**config.mk**
```make
export PLATFORM = sky130hd
export DESIGN_NAME = audio_clk_gen
export DESIGN_NICKNAME = d
export VERILOG_FILES = /design/src/rtl/audclk_pkg.sv /design/src/rtl/audclk_bit_div.sv /design/src/rtl/audclk_frame_div.sv /design/src/rtl/audio_clk_gen.sv
export SDC_FILE = /design/constraint.sdc
export NUM_CORES = 1
export LEC_CHECK = 0
export ABC_AREA = 1
export BUFFER_PORTS_ARGS = -buffer_cell sky130_fd_sc_hd__buf_2
export CAP_MARGIN = 20
export CORE_UTILIZATION = 43
export CTS_CLUSTER_DIAMETER = 30
export CTS_CLUSTER_SIZE = 16
export DETAILED_ROUTE_END_ITERATION = 8
export GPL_TIMING_DRIVEN = 0
export PLACE_DENSITY = 0.78
export SLEW_MARGIN = 20
export SYNTH_ARGS = -nofsm -noshare
export SYNTH_HDL_FRONTEND = slang
export SYNTH_HIERARCHICAL = 1
export SYNTH_SLANG_ARGS = --single-unit
```
**constraint.sdc**
```tcl
create_clock -name clk -period 1.7 [get_ports clk]
set_input_delay 0 -clock clk [delete_from_list [all_inputs] [get_ports clk]]
set_output_delay 0 -clock clk [all_outputs]
set_load 0.01 [all_outputs]
```
**src/rtl/audclk_pkg.sv**
```systemverilog
package audclk_pkg;

    // Field positions are decoded by the audio interface next to this block.
    localparam int RUN_BIT   = 31;
    localparam int OVR_BIT   = 29;
    localparam int POL_BIT   = 19;
    localparam int FRM_LSB   = 17;
    localparam int FRM_W     = 2;
    localparam int BRAT_BIT  = 16;

    typedef struct packed {
        logic             run;
        logic             ovr;
        logic             pol;
        logic [FRM_W-1:0] frm;
        logic             slow;
    } acfg_t;

endpackage

```
**src/rtl/audclk_bit_div.sv**
```systemverilog
module audclk_bit_div #(
    parameter int FAST_DIV = 2,
    parameter int SLOW_DIV = 4
) (
    input  logic clk,
    input  logic rst_n,
    input  logic en_i,
    input  logic slow_i,
    output logic bclk_o,
    output logic rise_o,
    output logic fall_o
);

    localparam int SLOW_HALF = SLOW_DIV / 2;
    localparam int CW        = (SLOW_HALF > 1) ? $clog2(SLOW_HALF) : 1;
    localparam logic [CW-1:0] LIM_FAST = CW'(FAST_DIV / 2 - 1);
    localparam logic [CW-1:0] LIM_SLOW = CW'(SLOW_HALF - 1);

    typedef struct packed {
        logic [CW-1:0] cnt;
        logic          bclk;
    } st_t;

    st_t           s_d, s_q;
    logic          tick;
    logic [CW-1:0] lim;

    always_comb begin
        s_d  = s_q;
        tick = 1'b0;
        lim  = slow_i ? LIM_SLOW : LIM_FAST;
        if (!en_i) begin
            s_d = '0;
        end else if (s_q.cnt >= lim) begin
            tick       = 1'b1;
            s_d.cnt    = '0;
            s_d.bclk   = ~s_q.bclk;
        end else begin
            s_d.cnt = s_q.cnt + 1'b1;
        end
    end

    always_ff @(posedge clk or negedge rst_n) begin
        if (!rst_n) s_q <= '0;
        else        s_q <= s_d;
    end

    assign bclk_o = s_q.bclk;
    assign rise_o = tick & ~s_q.bclk;
    assign fall_o = tick & s_q.bclk;


    bclk_idle_chk: assert property (@(posedge clk) disable iff (!rst_n)
        !en_i |=> !bclk_o);


    bclk_fast_chk: assert property (@(posedge clk) disable iff (!rst_n)
        (en_i && !slow_i) |=> (bclk_o != $past(bclk_o)));

endmodule

```
**src/rtl/audclk_frame_div.sv**
```systemverilog
module audclk_frame_div #(
    parameter int BASE_RATIO = 32,
    parameter int NUM_RATIOS = 3,
    parameter int CODE_W     = 2
) (
    input  logic              clk,
    input  logic              rst_n,
    input  logic              en_i,
    input  logic [CODE_W-1:0] code_i,
    input  logic              pol_i,
    input  logic              rise_i,
    input  logic              fall_i,
    output logic              lrclk_o
);

    localparam int BASE_HALF = BASE_RATIO / 2;
    localparam int MAX_HALF  = BASE_HALF << (NUM_RATIOS - 1);
    localparam int CW        = $clog2(MAX_HALF + 1);
    localparam logic [CW-1:0]   BH    = CW'(BASE_HALF);
    localparam logic [CODE_W:0] NUM_R = (CODE_W + 1)'(NUM_RATIOS);

    typedef struct packed {
        logic [CW-1:0] cnt;
        logic          lr;
    } st_t;

    st_t           s_d, s_q;
    logic          code_ok;
    logic          edge_ev;
    logic [CW-1:0] lim;

    always_comb begin
        s_d     = s_q;
        code_ok = ({1'b0, code_i} < NUM_R);
        edge_ev = pol_i ? fall_i : rise_i;
        lim     = (BH << code_i) - 1'b1;
        if (!en_i || !code_ok) begin
            s_d = '0;
        end else if (edge_ev) begin
            if (s_q.cnt >= lim) begin
                s_d.cnt = '0;
                s_d.lr  = ~s_q.lr;
            end else begin
                s_d.cnt = s_q.cnt + 1'b1;
            end
        end
    end

    always_ff @(posedge clk or negedge rst_n) begin
        if (!rst_n) s_q <= '0;
        else        s_q <= s_d;
    end

    assign lrclk_o = s_q.lr;


    lr_bad_code_chk: assert property (@(posedge clk) disable iff (!rst_n)
        !code_ok |=> !lrclk_o);


    lr_idle_chk: assert property (@(posedge clk) disable iff (!rst_n)
        !en_i |=> !lrclk_o);


    lr_hold_chk: assert property (@(posedge clk) disable iff (!rst_n)
        (en_i && code_ok && !(pol_i ? fall_i : rise_i)) |=> $stable(lrclk_o));

endmodule

```
**src/rtl/audio_clk_gen.sv**
```systemverilog
module audio_clk_gen #(
    parameter int FAST_DIV   = 2,
    parameter int SLOW_DIV   = 4,
    parameter int BASE_RATIO = 32,
    parameter int NUM_RATIOS = 3
) (
    input  logic        clk,
    input  logic        rst_n,
    input  logic [31:0] cfg_i,
    output logic        bclk_o,
    output logic        lrclk_o,
    output logic        cfg_override_o
);
    import audclk_pkg::*;

    typedef struct packed {
        logic ovr;
    } top_st_t;

    acfg_t   cfg;
    top_st_t t_d, t_q;
    logic    rise_w, fall_w;
    logic    code_ok;
    logic    unused_cfg;

    always_comb begin
        cfg.run  = cfg_i[RUN_BIT];
        cfg.ovr  = cfg_i[OVR_BIT];
        cfg.pol  = cfg_i[POL_BIT];
        cfg.frm  = cfg_i[FRM_LSB +: FRM_W];
        cfg.slow = cfg_i[BRAT_BIT];
        code_ok  = (int'(cfg.frm) < NUM_RATIOS);
        t_d      = t_q;
        t_d.ovr  = cfg.ovr;
    end

    assign unused_cfg = ^{cfg_i[30], cfg_i[28:20], cfg_i[15:0]};

    always_ff @(posedge clk or negedge rst_n) begin
        if (!rst_n) t_q <= '0;
        else        t_q <= t_d;
    end

    assign cfg_override_o = t_q.ovr;

    audclk_bit_div #(
        .FAST_DIV (FAST_DIV),
        .SLOW_DIV (SLOW_DIV)
    ) u_bit_div (
        .clk    (clk),
        .rst_n  (rst_n),
        .en_i   (cfg.run),
        .slow_i (cfg.slow),
        .bclk_o (bclk_o),
        .rise_o (rise_w),
        .fall_o (fall_w)
    );

    audclk_frame_div #(
        .BASE_RATIO (BASE_RATIO),
        .NUM_RATIOS (NUM_RATIOS),
        .CODE_W     (FRM_W)
    ) u_frame_div (
        .clk     (clk),
        .rst_n   (rst_n),
        .en_i    (cfg.run),
        .code_i  (cfg.frm),
        .pol_i   (cfg.pol),
        .rise_i  (rise_w),
        .fall_i  (fall_w),
        .lrclk_o (lrclk_o)
    );


    lr_on_rise_chk: assert property (@(posedge clk) disable iff (!rst_n)
        ($past(rst_n) && $past(cfg.run) && $past(code_ok) && !$past(cfg.pol)
         && (lrclk_o != $past(lrclk_o))) |-> (bclk_o && !$past(bclk_o)));


    lr_on_fall_chk: assert property (@(posedge clk) disable iff (!rst_n)
        ($past(rst_n) && $past(cfg.run) && $past(code_ok) && $past(cfg.pol)
         && (lrclk_o != $past(lrclk_o))) |-> (!bclk_o && $past(bclk_o)));

endmodule

```
==> results of run 1 <==
## Yosys cell counts
| cell | number |
|---|---|
| inv_1 | 22 |
| nand2_1 | 33 |
| nand3_2 | 1 |
| nand3b_2 | 1 |
| nand2_4 | 1 |
| nand2_2 | 2 |
| ha_1 | 4 |
| a21oi_4 | 1 |
| o21ai_0 | 1 |
| nand3_1 | 6 |
| nor2_1 | 16 |
| nand4_1 | 4 |
| dfrtp_1 | 11 |
| inv_2 | 1 |
## routing by layer
| layer | share of wire (%) | vias up | wire (um) |
|---|---|---|---|
| met1 | 46 | 283 | 603 |
| met2 | 48 | 18 | 629 |
| li1 | - | 347 | - |
| met5 | 0 | - | 0 |
| met3 | 5.1 | 2 | 67 |
| met4 | 1.4 | 0 | 18 |
## logic make-up (layout without fill, tap and decap cells)
family,after synthesis,in the layout,synth area share (%)
flops,11,11,38.4
fa+ha+maj,4,4,6.98
simple gates,64,64,39.6
buf+inv,23,41,12.0
compound gates,2,2,2.97
## area by class of cell
cell class	instances	area (um^2)
timing repair buffer	14	90.1
multi-input combinational	70	355
fill	144	671
inverter	23	86.3
tap	16	20.0
sequential	11	275
clock buffer	4	26.3
## critical path, stage by stage, from the launching register on
cell     delay, ns
dfrtp_1       0.41
ha_1          0.32
nand2_1       0.09
nor2_1        0.04
nor2_1        0.15
nand3_2       0.12
nor2_1        0.15
nand2_1       0.08
nand2_1       0.06
## metrics by stage
step	utilization (%)	std cells	hold WS (ns)	power, uW
floorplan	-	104	-0.296	337
global placement	51.6	130	-0.116	369
detailed placement	51.6	130	-0.110	372
CTS	56.0	138	0.00756	562
global route	56.0	138	0.0373	589
finish	56.0	138	0.0196	552
## report_power, final
group | internal (uW) | total, uW | switching [uW]
registers | 273 | 281 | 7.71
clock network | 90.8 | 179 | 88.1
logic | 36.3 | 92.1 | 55.8
## flip-flops by register name, summed over array words and instances, names as in the netlist
name / count
u_frame_div/s_q: 7
cfg_override_o: 1
u_bit_div/bclk_o: 1
u_bit_div/s_q: 1
u_frame_div/lrclk_o: 1
## worst max-delay path by stage
stage	slack [ns]	endpoint	cells after the start	start
after global placement	0.26	u_frame_div/s_q[2]	8	u_frame_div/s_q[7]
after CTS	0.21	u_frame_div/s_q[1]	8	u_frame_div/s_q[7]
after global routing	0.08	u_frame_div/s_q[5]	8	u_frame_div/s_q[7]
after detailed placement	0.23	u_frame_div/s_q[1]	8	u_frame_div/s_q[7]
final	0.22	u_frame_div/s_q[1]	8	u_frame_div/s_q[7]
after floorplan	0.39	u_frame_div/s_q[5]	8	u_frame_div/s_q[7]
## timing repair
item	CTS	global route
buffers inserted	0	0
endpoints found under the hold margin	13	0
hold buffers	4	0
==> metrics, run 1 <==
Yosys warnings 6; Synth Net Count between 100 and 150; Hold EP u_bit_div/bclk_o; drt via density 4.71; area grow syn2layout 19.0%; gr ovfl total 0; CP Launch Type flop; vias in the first global route 547; clk buf depth 2; DRT iter0 DRCs 14; Min-Delay Path Class input port to flop; gpl congestion approximately 0.78; Global Route met1 Usage slightly above 20%; Setup Skew 0.00460 ns; Nets 161; WP data arrival 1.69 ns; most frequent cells in the layout nand2_1 (33), inv_1 (22), nor2_1 (16), dfrtp_1 (11), buf_2 (10); dpl cell area 787 um^2; final setup violation count 0; Synth Register Bits 11; status finished, final reports clean; Fmax achieved 675 MHz; Cell Pwr Density 647 mW/mm^2; critical path type flop to flop; relative slew slack 83.6%; GR Util All Layers 16.6%; layout cells sized above 1 16.4%; GRT busiest layer met2; Synth Instances 104; synthesized cell area 717 um^2; dpl ws 0.230 ns; post-synth top area share 38.4%; CTS buffer count 3; die height ~43 um; max-cap viol count 0; first-pass GRT wire length around 2200 um; Final Hold Viols 0; Initial Util 47.0%; Residual DRC 0; Routed WL about 1300 um; final worst slack 0.218 ns; Detail Route Antenna Nets 0; core area 0.00152 mm^2; largest net degree at the start of global routing 12; number of library cell types mapped by synthesis 14; via count 650; met2 Track Usage GR 24.8%; final worst path period share 87.2%; largest area contributor in the netlist dfrtp_1; Worst-path clk slew 0.07 ns; htree depth 1; worst skew pair latency ~0.27 ns; Critical R2R Launch u_frame_div/s_q[7]; total iterations of the first detailed-routing run 4; grt met3 use 3.83%; Lkg Pwr a little over 0.0005 uW; # clock sinks 11; syn avg cell area 6.89 um^2; CP max FO 3; post-synthesis sequential area ratio 38.4%; hold_sp cfg_i[16]; Tmin final 1.48 ns; Slew Limit Fails 0; hold depth 3; quantity of gates resized following cts 0; Area contributors post-synth dfrtp_1 (38%), nand2_1 (17%), inv_1 (12%), nor2_1 (8.4%), ha_1 (7.0%); CTS root buffer clkbuf_4; Reg2Reg Setup Slack 0.22 ns; CTS tree yes; die footprint 0.00183 mm^2; commonest non-fill, non-tap cell in the layout nand2_1; n_diodes 0; initial antenna violation count 0; Worst R2R Path Depth 8; fin area approximately 850 um^2; Worst Max-Slew Pin Slew 0.246 ns; Die Width 42.8 um; Max IR drop VDD 0.438 mV; Port Buffers 10; Sum Neg Setup Slack 0 ns; Critical Path RT 1.91 ns; drt wl/cell 9.56 um; RSZ-0062 raised after global routing no; Ports 37; CP Capture Type flop; r2r endpoint u_frame_div/s_q[1]; hpwl dp around 980 um; FP Rows 14
Note: power is estimated with default switching activity, not from simulation.
==> run 2, diff against run 1 <==
- ABC_AREA: 1 -> 0
- CORE_UTILIZATION: 43 -> 42
==> run 2 against run 1 <==
Fmax down 11%. Critical path depth fell by 2. Combinational power decreased by 7.5%. Non-clock buffer count up 6. Synthesized area is 8.6% lower. Die area is 6.1% lower. First-iteration DRC count decreased by 43%. Largest cell class unchanged. Highest routed layer unchanged.
==> metrics, run 2 <==
status finished, final reports clean; top post-synthesis cells by count dfrtp_1 (11), nor3_1 (5), xor2_1 (5); Worst-path clk slew 0.07 ns; CP Capture Type flop; CP top delay family simple AND/OR/NAND/NOR gates; Post-synth ARST share 100%; max-cap viol count 0; Critical R2R Launch u_frame_div/s_q[7]; relative slew slack about three quarters; htree depth 1; post-synthesis simple-gate area fraction 19.5%; count leader, synth dfrtp_1; Port Buffers 10; die footprint 0.00172 mm^2; initial antenna violation count 0; most frequent cells in the layout buf_2 (11), dfrtp_1 (9), buf_4 (6), xor2_1 (5), nor3_1 (5); Final Hold Viols 0; WP data arrival 1.82 ns; Yosys warnings 6; hpwl dp about 900 um; commonest non-fill, non-tap cell in the layout buf_2; Hold Slack 0.0408 ns; worst skew pair latency between 0.2 and 0.3 ns; final setup violation count 0; Worst Setup SP u_frame_div/s_q[7]; GR Util All Layers 16.1%; area grow syn2layout 35.9%; Critical Path End u_frame_div/s_q[6]; # clock sinks 11; FP Rows 13; max reg flops 7; Sum Neg Setup Slack 0 ns; drt via density about 5.6; CTS root buffer clkbuf_4; gpl congestion 0.809; post-synthesis xor/xnor area fraction about 6.7%; Tmin final 1.67 ns; DRT iter0 DRCs 8; r2r endpoint u_frame_div/s_q[6]; Area contributors post-synth dfrtp_1 (42%), ha_1 (7.6%), xor2_1 (6.7%), o2111ai_1 (5.3%), nor3_1 (3.8%); Min-Delay Path Class input port to flop; Synth Instances 61; CTS buffer count 3; Cell Pwr Density 599 mW/mm^2; largest area contributor in the netlist dfrtp_1; core area ~0.0014 mm^2; syn avg cell area 10.7 um^2; adder-cell area share of the yosys netlist approximately 7.6%; Critical Path Max Stage Delay 0.42 ns; Worst R2R Path Depth 6; Reg2Reg Setup Slack 0.03 ns; CTS tree yes; Post-synth EDFFs 0; Final Core Density 64.4%; Ports 37; layout cells sized above 1 45.2%; final worst path period share 98.3%; Lkg Pwr a little over 0.0004 uW; largest family of logic cells by synthesized area simple AND/OR/NAND/NOR gates; post-synth top area share a little over two fifths; vias in the first global route ~480; Max IR drop VDD around 0.39 mV; Routed WL 1510 um; Setup Skew roughly 0.0057 ns; post-synthesis sequential area ratio approximately two fifths; clk buf depth 2; total iterations of the first detailed-routing run 4; Fmax achieved ~600 MHz; first-pass GRT wire length around 2100 um; Synth Register Bits 11; Slew Limit Fails 0; final worst slack 0.0293 ns; cell depth of the worst setup path 6; CP cell instances ha_4, nand3_1, or3_4, a21oi_4, buf_12, nor3_1; Initial Util between 40% and 50%; Reg with most FFs u_frame_div/s_q; n_diodes 0; synthesized cell area 656 um^2; post-synthesis mux area share 6.87%; gr ovfl total 0; critical path type flop to flop; Die Width 41.5 um; Most used DFF post-synth dfrtp_1; Detail Route Antenna Nets 0; number of library cell types mapped by synthesis 28; Residual DRC 0; hold depth 2; compound-gate portion of the synthesized area ~16%; Synth Net Count 99; dpl ws -0.0148 ns; Nets about 120; crit path max-delay cell type dfrtp_1; Fillers 110; drt wl/cell 15.2 um; via count roughly 560; Critical Path RT ~1.8 ns; Worst Max-Slew Pin Slew 0.359 ns; Critical path buffers and inverters 1; CP Launch Type flop; largest net degree at the start of global routing 12; die height 41.5 um; CP max FO 5
[run 2: cell count changes in the layout (fill, tap and decap cells not counted), moves of 3 or more]
| cell | change |
|---|---|
| buf_4 | +6 |
| inv_1 | -21 |
| nand2_1 | -29 |
| nand3_1 | -4 |
| nand4_1 | -3 |
| nor2_1 | -13 |
| nor3_1 | +5 |
| o2111ai_2 | +4 |
| xor2_1 | +5 |
[run 2: how the worst min path moves through the flow]
stage / startpoint / to / slack, ns
finish: cfg_i[31] / u_bit_div/s_q[1] / 0.04
global route: cfg_i[31] / u_bit_div/s_q[1] / 0.03
CTS: cfg_i[31] / u_bit_div/s_q[1] / 0.03
detailed placement: rst_n / cfg_override_o / -0.11
global placement: rst_n / cfg_override_o / -0.12
floorplan: rst_n / cfg_override_o / -0.30
[run 2: layout make-up]
| type | instances | area, um^2 | share of cell area (%) |
|---|---|---|---|
| plain buffers | 1 | 5.00 | 0.562 |
| clock buffers | 4 | 26.3 | 2.95 |
| inverters | 1 | 3.75 | 0.421 |
| multi-input cells | 48 | 424 | 47.6 |
| flip-flops and latches | 11 | 278 | 31.2 |
| well taps | 15 | 18.8 | 2.11 |
| repair buffers | 19 | 135 | 15.2 |
[run 2: power breakdown]
group	leakage (uW)	switching [uW]	internal (uW)	total (uW)
Sequential	0.000146	6.03	269	275
Combinational	0.000243	46.0	39.2	85.2
Clock	0.0000150	82.9	90.7	174
[run 2: cell families after synthesis]
kind of cell | count (synthesis)
xor gates and xnor gates | 5
buffers and inverters | 2
AOI/OAI and AO/OA | 13
DFF | 11
muxes | 4
and+or+nand+nor | 22
adders and majority gates | 4
[run 2: metrics by stage]
step	std cells	power (uW)	instance area, um^2
after floorplan	61	318	656
after global placement	86	343	724
after detailed placement	86	345	724
after CTS	93	525	795
after global routing	99	568	891
final	99	533	891
[run 2: metal layers]
layer	vias to the layer above	track usage [%]	routed length [um]
li1	274	-	-
met1	265	21.0	662
met2	12	24.7	762
met3	4	6.52	58
met4	0	3.87	21
met5	-	0	0
[run 2: what timing repair did]
action	in CTS	in global routing
hold buffers	2	0
setup buffers	1	6
resized for setup	1	12
endpoints found under the hold margin	12	0
endpoints found under the setup margin	1	7
pin swaps	1	1
==> run 3, diff against run 2 <==
- CORE_UTILIZATION: 42 -> 45
- PLACE_DENSITY: 0.78 -> 0.82
- clock period: 1.7 -> 2.1 ns (I/O delays scaled with it)
==> run 3 against run 2 <==
Sequential share of layout area increased by 4.5 points. Non-clock buffer count is 7 lower. Critical path depth shrank 1. Sequential cell count did not move. Power is 20% lower. Register-to-register slack gained 0.36 ns. Design area decreased by 13%. Core utilization decreased by 6.6 points. Cell count shrank 7.1%. Worst setup slack gained 0.36 ns. Global-route usage grew 2.1 points. Die area is 6.4% lower. Highest routed layer unchanged.
==> metrics, run 3 (synthesized netlist as in run 2, its figures left out) <==
via count 519; Nets about 120; gpl congestion 0.780; Die Width around 40 um; area grow syn2layout 17.7%; max-cap viol count 0; RSZ-0062 raised after global routing no; Slew Limit Fails 0; CP Capture Type flop; worst skew pair latency ~0.27 ns; CTS root buffer clkbuf_4; Initial Util ~50%; hold depth 3; layout cells sized above 1 28.6%; die height 40.2 um; n_diodes 0; hpwl dp 896 um; max reg flops 7; drt via density 5.64; initial antenna violation count 0; Port Buffers 10; vias in the first global route about 470; final setup violation count 0; core area roughly 0.0013 mm^2; total iterations of the first detailed-routing run 4; CP cell instances ha_1, nand3_1, or3_4, a21oi_4, mux2i_1; Cell Pwr Density approximately 550 mW/mm^2; Sum Neg Setup Slack 0 ns; gr ovfl total 0; first-pass GRT wire length about 1900 um; CTS buffer count 3; Ports 37; quantity of gates resized following cts 0; die footprint 0.00161 mm^2; crit path max-delay cell type dfrtp_1; status finished, final reports clean; htree depth 1; Setup Skew 0.00431 ns; Routed WL 1200 um; Final Hold Viols 0; Tmin final 1.71 ns; Residual DRC 0; Critical Path RT between 2 and 2.5 ns; clk buf depth 2; Worst R2R Path Depth 5; final worst path period share 81.6%; fin area a little under 800 um^2; # Post-CTS Setup Buffers 0; Max IR drop VDD about 0.32 mV; most frequent cells in the layout dfrtp_1 (11), buf_2 (11), xor2_1 (5), nor3_1 (5); Min-Delay Path Class input port to flop; Worst Max-Slew Pin Slew 0.415 ns; dpl cell area 724 um^2; relative slew slack 71.6%; Fmax achieved 583 MHz; Critical Path Max Stage Delay 0.40 ns; WP data arrival 1.91 ns; CP max FO 6; CTS tree yes; Detail Route Antenna Nets 0; Lkg Pwr approximately 0.00037 uW; # clock sinks 11; CP Launch Type flop; critical path type flop to flop; DRT iter0 DRCs 5; FP Rows 13; largest net degree at the start of global routing 12; Worst-path clk slew 0.08 ns; Reg with most FFs u_frame_div/s_q; drt wl/cell approximately 13 um; GR Util All Layers between 10% and 20%
-- run 3: cell count changes in the layout (fill, tap and decap cells not counted), sizes merged --
cell	previous run	this run
buf	18	11
clkbuf	4	3
clkinv	0	1
-- run 3: what timing repair did --
item | 4_1_cts | 5_1_grt
hold buffers | 2 | 0
hold endpoints to repair | 12 | 0
endpoints found under the setup margin | 0 | 0
-- run 3: area by class of cell --
| cell class | count | area, um^2 |
|---|---|---|
| Multi-Input combinational cell | 48 | 372 |
| Clock buffer | 3 | 22.5 |
| Timing Repair Buffer | 12 | 70.1 |
| Sequential cell | 11 | 275 |
| Tap cell | 15 | 18.8 |
| Buffer | 1 | 5.00 |
| Fill cell | 114 | 562 |
| Inverter | 1 | 3.75 |
| Clock inverter | 1 | 5.00 |
-- run 3: critical path, delay by kind of cell (launching register included) --
family / cells / cell delay, ns
simple gates: 2 / 0.46
compound gates: 1 / 0.26
flops: 1 / 0.40
fa+ha+maj: 1 / 0.32
mux: 1 / 0.20
-- run 3: final timing paths --
kind	endpoint	startpoint	slack, ns
setup / recovery	u_frame_div/lrclk_o	u_frame_div/s_q[7]	0.39
setup reg to reg	u_frame_div/lrclk_o	u_frame_div/s_q[7]	0.39
min in group asynchronous	u_frame_div/s_q[7]	rst_n	0.13
hold / removal	u_frame_div/lrclk_o	cfg_i[31]	0.02
max in group asynchronous	u_frame_div/s_q[3]	rst_n	1.77
hold reg to reg	u_frame_div/lrclk_o	u_frame_div/lrclk_o	0.56
-- run 3: metal layers --
layer | share of wire (%) | track usage, % | routed length [um] | up-vias
li1 | - | - | - | 260
met1 | 49 | 24.1 | 586 | 247
met4 | 1.3 | 10.0 | 16 | 0
met2 | 47 | 27.8 | 560 | 10
met3 | 3.0 | 3.33 | 36 | 2
met5 | 0 | 0 | 0 | -
-- run 3: power breakdown --
group          leakage, uW  switching (uW)  internal, uW
clock network    0.0000177            75.4          70.5
logic             0.000201            31.2          25.5
registers         0.000149            4.78           217
-- run 3: per-stage QoR --
step	worst slack [ns]	util, %	hold slack (ns)	power [uW]	instances
after floorplan	0.541	-	-0.296	257	61
after global placement	0.430	54.3	-0.116	278	86
after detailed placement	0.409	54.3	-0.119	280	86
after CTS	0.398	57.9	0.0133	429	92
after global routing	0.288	57.9	0.0242	450	92
final	0.386	57.9	0.0194	424	92
